$ cat config.mk
export PLATFORM = sky130hd
export DESIGN_NAME = irq_flag_aggregator
export DESIGN_NICKNAME = d
export VERILOG_FILES = /design/src/rtl/irq_agg_pkg.sv /design/src/rtl/irq_flag_bank.sv /design/src/rtl/irq_line_merge.sv /design/src/rtl/irq_core_stage.sv /design/src/rtl/irq_flag_aggregator.sv
export SDC_FILE = /design/constraint.sdc
export NUM_CORES = 1
export LEC_CHECK = 0
export ABC_AREA = 1
export BUFFER_PORTS_ARGS = -buffer_cell sky130_fd_sc_hd__buf_2
export CAP_MARGIN = 25
export CORE_MARGIN = 2
export CORE_UTILIZATION = 40
export CTS_BUF_LIST = sky130_fd_sc_hd__clkbuf_8
export CTS_CLUSTER_SIZE = 30
export DETAILED_ROUTE_END_ITERATION = 8
export PLACE_DENSITY = 0.93
export SYNTH_ARGS = -nofsm -noshare
export SYNTH_HDL_FRONTEND = slang
export SYNTH_SLANG_ARGS = --single-unit
$ cat constraint.sdc
create_clock -name clk -period 1.08 [get_ports clk]
set_input_delay 0.054 -clock clk [delete_from_list [all_inputs] [get_ports clk]]
set_output_delay 0.054 -clock clk [all_outputs]
set_load 0.02 [all_outputs]
$ cat src/rtl/irq_agg_pkg.sv
package irq_agg_pkg;

   // Upper bound on the number of request lines the core side accepts.
   localparam int unsigned IRQ_MAX_LINES = 21;

   // Width of one entry in the source-to-line map parameter.
   localparam int unsigned IRQ_MAP_FIELD_W = 8;

   typedef logic [IRQ_MAP_FIELD_W-1:0] irq_line_idx_t;

endpackage

$ cat src/rtl/irq_flag_bank.sv
module irq_flag_bank #(
   parameter int unsigned FLAG_W = 4
) (
   input  logic              clk,
   input  logic              rst_n,
   input  logic [FLAG_W-1:0] hw_evt,
   input  logic [FLAG_W-1:0] sw_set,
   input  logic [FLAG_W-1:0] sw_clr,
   input  logic              en_wr,
   input  logic [FLAG_W-1:0] en_data,
   output logic [FLAG_W-1:0] flag_q,
   output logic [FLAG_W-1:0] en_q,
   output logic              src_req
);

   initial begin
      if (FLAG_W < 1) $error("irq_flag_bank: FLAG_W must be at least 1");
   end

   logic [FLAG_W-1:0] set_any;
   logic [FLAG_W-1:0] flag_d;

   // Any set source beats a clear of the same bit.
   assign set_any = hw_evt | sw_set;
   assign flag_d  = (flag_q & ~sw_clr) | set_any;

   always_ff @(posedge clk or negedge rst_n) begin
      if (!rst_n) begin
         flag_q <= '0;
      end else begin
         flag_q <= flag_d;
      end
   end

   always_ff @(posedge clk or negedge rst_n) begin
      if (!rst_n) begin
         en_q <= '0;
      end else if (en_wr) begin
         en_q <= en_data;
      end
   end

   assign src_req = |(flag_q & en_q);


   hw_set_lands_chk: assert property (@(posedge clk) disable iff (!rst_n)
      1'b1 |=> ((flag_q & $past(hw_evt)) == $past(hw_evt)));


   clr_empties_chk: assert property (@(posedge clk) disable iff (!rst_n)
      1'b1 |=> ((flag_q & $past(sw_clr & ~hw_evt & ~sw_set)) == '0));


   idle_flag_holds_chk: assert property (@(posedge clk) disable iff (!rst_n)
      1'b1 |=> (((flag_q ^ $past(flag_q)) & ~$past(hw_evt | sw_set | sw_clr)) == '0));

endmodule

$ cat src/rtl/irq_line_merge.sv
module irq_line_merge
   import irq_agg_pkg::*;
#(
   parameter int unsigned N_SRC   = 4,
   parameter int unsigned N_LINES = 3,
   parameter logic [N_SRC*IRQ_MAP_FIELD_W-1:0] SRC_LINE = '0
) (
   input  logic [N_SRC-1:0]   src_req,
   output logic [N_LINES-1:0] line_req
);

   for (genvar l = 0; l < N_LINES; l++) begin : g_line
      logic acc;
      always_comb begin
         acc = 1'b0;
         for (int m = 0; m < N_SRC; m++) begin
            if (irq_line_idx_t'(SRC_LINE[m*IRQ_MAP_FIELD_W +: IRQ_MAP_FIELD_W])
                == irq_line_idx_t'(l)) begin
               acc = acc | src_req[m];
            end
         end
      end
      assign line_req[l] = acc;
   end

endmodule

$ cat src/rtl/irq_core_stage.sv
module irq_core_stage #(
   parameter int unsigned N_LINES = 3
) (
   input  logic               clk,
   input  logic               rst_n,
   input  logic [N_LINES-1:0] line_irq,
   input  logic [N_LINES-1:0] pend_set,
   input  logic [N_LINES-1:0] pend_clr,
   input  logic [N_LINES-1:0] irq_ack,
   input  logic [N_LINES-1:0] en_set,
   input  logic [N_LINES-1:0] en_clr,
   output logic [N_LINES-1:0] pend_q,
   output logic [N_LINES-1:0] en_q,
   output logic [N_LINES-1:0] req
);

   logic [N_LINES-1:0] pend_kill;
   logic [N_LINES-1:0] pend_d;
   logic [N_LINES-1:0] en_d;

   // A clear wins in its own cycle; a line that stays high re-arms later.
   assign pend_kill = pend_clr | irq_ack;
   assign pend_d    = (pend_q | pend_set | line_irq) & ~pend_kill;
   assign en_d      = (en_q | en_set) & ~en_clr;

   always_ff @(posedge clk or negedge rst_n) begin
      if (!rst_n) begin
         pend_q <= '0;
         en_q   <= '0;
      end else begin
         pend_q <= pend_d;
         en_q   <= en_d;
      end
   end

   assign req = pend_q & en_q;


   pend_latch_chk: assert property (@(posedge clk) disable iff (!rst_n)
      1'b1 |=> ((~pend_q & $past((line_irq | pend_set) & ~(pend_clr | irq_ack))) == '0));


   pend_hold_chk: assert property (@(posedge clk) disable iff (!rst_n)
      1'b1 |=> ((~pend_q & $past(pend_q & ~(pend_clr | irq_ack))) == '0));


   en_clear_chk: assert property (@(posedge clk) disable iff (!rst_n)
      1'b1 |=> ((en_q & $past(en_clr)) == '0));

endmodule

$ cat src/rtl/irq_flag_aggregator.sv
module irq_flag_aggregator
   import irq_agg_pkg::*;
#(
   parameter int unsigned N_SRC   = 4,
   parameter int unsigned FLAG_W  = 4,
   parameter int unsigned N_LINES = 3,
   parameter logic [N_SRC*IRQ_MAP_FIELD_W-1:0] SRC_LINE = 32'h0201_0100
) (
   input  logic                      clk,
   input  logic                      rst_n,
   input  logic [N_SRC*FLAG_W-1:0]   hw_evt,
   input  logic [N_SRC*FLAG_W-1:0]   sw_flag_set,
   input  logic [N_SRC*FLAG_W-1:0]   sw_flag_clr,
   input  logic [N_SRC-1:0]          flag_en_wr,
   input  logic [N_SRC*FLAG_W-1:0]   flag_en_data,
   input  logic [N_LINES-1:0]        pend_set,
   input  logic [N_LINES-1:0]        pend_clr,
   input  logic [N_LINES-1:0]        irq_ack,
   input  logic [N_LINES-1:0]        line_en_set,
   input  logic [N_LINES-1:0]        line_en_clr,
   output logic [N_SRC*FLAG_W-1:0]   flags,
   output logic [N_SRC*FLAG_W-1:0]   flag_en,
   output logic [N_LINES-1:0]        src_irq,
   output logic [N_LINES-1:0]        pending,
   output logic [N_LINES-1:0]        line_en,
   output logic [N_LINES-1:0]        core_req
);

   localparam int unsigned TOTAL_FLAGS = N_SRC * FLAG_W;

   // Elaboration-time parameter checks.
   if (N_SRC < 1) begin : g_bad_src
      $error("irq_flag_aggregator: N_SRC must be at least 1");
   end
   if (N_LINES < 1 || N_LINES > IRQ_MAX_LINES) begin : g_bad_lines
      $error("irq_flag_aggregator: N_LINES out of range");
   end
   for (genvar m = 0; m < N_SRC; m++) begin : g_map_chk
      if (SRC_LINE[m*IRQ_MAP_FIELD_W +: IRQ_MAP_FIELD_W] >= N_LINES) begin : g_bad_map
         $error("irq_flag_aggregator: source mapped past last line");
      end
   end

   logic [N_SRC-1:0]       src_req;
   logic [TOTAL_FLAGS-1:0] flag_vec;
   logic [TOTAL_FLAGS-1:0] en_vec;

   for (genvar m = 0; m < N_SRC; m++) begin : g_src
      irq_flag_bank #(
         .FLAG_W (FLAG_W)
      ) u_bank (
         .clk     (clk),
         .rst_n   (rst_n),
         .hw_evt  (hw_evt      [m*FLAG_W +: FLAG_W]),
         .sw_set  (sw_flag_set [m*FLAG_W +: FLAG_W]),
         .sw_clr  (sw_flag_clr [m*FLAG_W +: FLAG_W]),
         .en_wr   (flag_en_wr  [m]),
         .en_data (flag_en_data[m*FLAG_W +: FLAG_W]),
         .flag_q  (flag_vec    [m*FLAG_W +: FLAG_W]),
         .en_q    (en_vec      [m*FLAG_W +: FLAG_W]),
         .src_req (src_req     [m])
      );
   end

   irq_line_merge #(
      .N_SRC    (N_SRC),
      .N_LINES  (N_LINES),
      .SRC_LINE (SRC_LINE)
   ) u_merge (
      .src_req  (src_req),
      .line_req (src_irq)
   );

   irq_core_stage #(
      .N_LINES (N_LINES)
   ) u_core (
      .clk      (clk),
      .rst_n    (rst_n),
      .line_irq (src_irq),
      .pend_set (pend_set),
      .pend_clr (pend_clr),
      .irq_ack  (irq_ack),
      .en_set   (line_en_set),
      .en_clr   (line_en_clr),
      .pend_q   (pending),
      .en_q     (line_en),
      .req      (core_req)
   );

   assign flags   = flag_vec;
   assign flag_en = en_vec;


   en_load_chk: assert property (@(posedge clk) disable iff (!rst_n)
      (flag_en_wr[0]) |=> (flag_en[FLAG_W-1:0] == $past(flag_en_data[FLAG_W-1:0])));


   req_needs_enable_chk: assert property (@(posedge clk) disable iff (!rst_n)
      ((core_req & ~line_en) == '0));

endmodule

==> reports/qor.csv <==
metric,value,unit
outcome,"complete, but fails checks",
failing checks,negative setup slack,
drt total wl,7900,um
CTS tree,yes,
Hold Crit Start,flag_en_data[10],
Slew @ Worst Pin,0.288,ns
PwrDens,1100,nW/um^2
Syn Nets,246,
Startpoint Class,flip-flop,
layout cell share with drive strength beyond 1,0.509,
num ports,129,
Pwr Total,3.68,mW
Finished Core Util,0.898,
number of core rows,22,
CTS buffer count,5,
Final HPWL DP,3290,um
Setup Crit Path Kind,reg -> out,
fmax,776,MHz
worst vdd ir,0.00104,V
die width,66.8,um
DRT Pass-1 Iters,4,
# Max-Cap Violations,0,
clock-pin slew on the worst setup and hold paths,0.07,ns
gr ovfl total,0,
GRT Resource Usage Total,0.314,
reg-to-reg endpoint,u_core.pend_q[0],
largest area contributor in the netlist,dfrtp_1,
CTS max path bufs,2,
Synth-to-Final Area Change,112,%
"critical path fanouts, max",2,
Worst Hold Path Cells,2,
GP Congestion,0.702,
cell count after synthesis,161,
Final min period,1.29,ns
Die Y,66.8,um
leakage dissipation,1.82,nW
synth warn,0,
Worst Hold Class,in -> reg,
clk_skew,0.00824,ns
Worst EP arrival,1.23,ns
Reg2Reg Setup Slack,-0.09,ns
Critical Path RT,1.03,ns
worst skew pair latency,0.28,ns
CTS root buffer,clkbuf_8,
post-synthesis sequential area ratio,0.604,
Clock Sinks,38,
nets,477,
post-synthesis cell type count,11,
Final period util,1.19,
vias in the first global route,2217,
first-pass GRT wire length,9920,um
Die ar.,4460,um^2
"Cell Area, Synth",1580,um^2
Starting Density,0.424,
H-tree level count,2,
Hold WS,0.0119,ns
drt wl/cell,17.8,um
Yosys reg bits,38,
Yosys top cell area share,0.604,
Setup-failing EPs final,8,
Via Count,2184,
CP Capture Type,primary output,
DRC,0,
input/output buffers,128,
final setup TNS,-0.728,ns
drt via density,4.93,
"Hold Vio Cnt, Final",0,
leading post-synthesis cells by cell area,"dfrtp_1 60%, mux2_2 10%, nor2_1 6.7%",
Final Max Tran Viols,0,
initial antenna violation count,0,
Reg2Reg Depth,6,
Hold Path End,g_src[2].u_bank.en_q[2],
setup ws final,-0.208,ns
Final ANT Viol Nets,0,
Rel. slew slack,0.806,
largest net degree at the start of global routing,39,
RR Startpoint,g_src[0].u_bank.flag_q[1],
Core Box Area,3720,um^2
Syn Area/Cell,9.78,um^2
initial drt markers,100,
RSZ-0062 raised after global routing,yes,
[synthesized netlist by cell type, drive strengths merged]
cell type	count
nand3	1
nor2	30
mux2	14
buf	3
o21ai	20
or2	2
dfrtp	38
nand2	27
inv	24
a21oi	2
[sequential cells by signal, indices dropped and copies added (netlist names)]
register	count
g_src.u_bank.en_q	16
g_src.u_bank.flag_q	16
u_core.en_q	3
u_core.pend_q	3
[worst max path at each step]
stage	endpoint	depth (start not counted)	from
finish	src_irq[0]	5	g_src[0].u_bank.flag_q[1]
global placement	src_irq[0]	5	g_src[0].u_bank.flag_q[0]
global route	src_irq[1]	5	g_src[2].u_bank.en_q[2]
CTS	src_irq[1]	5	g_src[1].u_bank.flag_q[3]
detailed placement	u_core.pend_q[1]	6	g_src[2].u_bank.flag_q[2]
floorplan	src_irq[0]	5	g_src[0].u_bank.flag_q[0]
[final cells by class]
type	count	area, um^2
tap	48	60.1
sequential	38	951
clock buffer	6	82.6
timing repair buffer	227	1600
clock inverter	2	8.76
inverter	24	90.1
multi-input combinational	96	538
fill	165	379
antenna	2	5.00
[report_power, final]
group	internal [mW]	switching [mW]	total, mW
Sequential	1.52	0.0752	1.60
Combinational	0.578	0.526	1.10
Clock	0.505	0.474	0.979
Total	2.61	1.08	3.68
[through the flow]
| step | worst slack, ns | instances | instance area, um^2 |
|---|---|---|---|
| 2_1_floorplan | 0.0977 | 161 | 1580 |
| 3_3_place_gp | 0.169 | 335 | 2270 |
| 3_5_place_dp | 0.141 | 335 | 2270 |
| 4_1_cts | -0.105 | 430 | 3200 |
| 5_1_grt | -0.241 | 441 | 3330 |
| 6_report | -0.208 | 443 | 3340 |
[metal layers]
metal  up-vias  share of wire  GRT usage
li1        962              -          -
met1      1035           0.34      0.281
met2       148           0.54      0.620
met3        39          0.081     0.0861
met4         0          0.046      0.163
met5         -              0          0
[logic make-up (layout without fill, tap and decap cells)]
group / after synthesis / in the layout / share of synthesized area
buffers and inverters: 27 / 259 / 0.0715
and+or+nand+nor: 60 / 60 / 0.150
AOI/OAI and AO/OA: 22 / 22 / 0.0747
muxes: 14 / 14 / 0.100
other: 0 / 2 / 0
DFF: 38 / 38 / 0.604
[layout by cell type (no fill, tap or decap), drive strengths merged, types with 2 or more instances in the layout]
cell / n
diode: 2
nor2: 30
dfrtp: 38
or2: 2
clkbuf: 6
dlygate4sd3: 63
a21oi: 2
inv: 25
buf: 164
o21ai: 20
mux2: 14
nand2: 27
[worst max-delay path, cell delays in order, from the launching register on]
cell and delay, ns:
dfrtp_1 0.40, inv_1 0.13, o21ai_2 0.09, nor2_2 0.12, inv_1 0.08, buf_6 0.13
[timing repair]
action | in CTS | in global routing
setup buffers | 26 | 11
cloned | 0 | 0
hold buffers | 61 | 2
resized for setup | 11 | 17
endpoints found under the hold margin | 63 | 2
setup endpoints to repair | 3 | 6
pin swaps | 8 | 9
(Power assumes the default switching activity.)
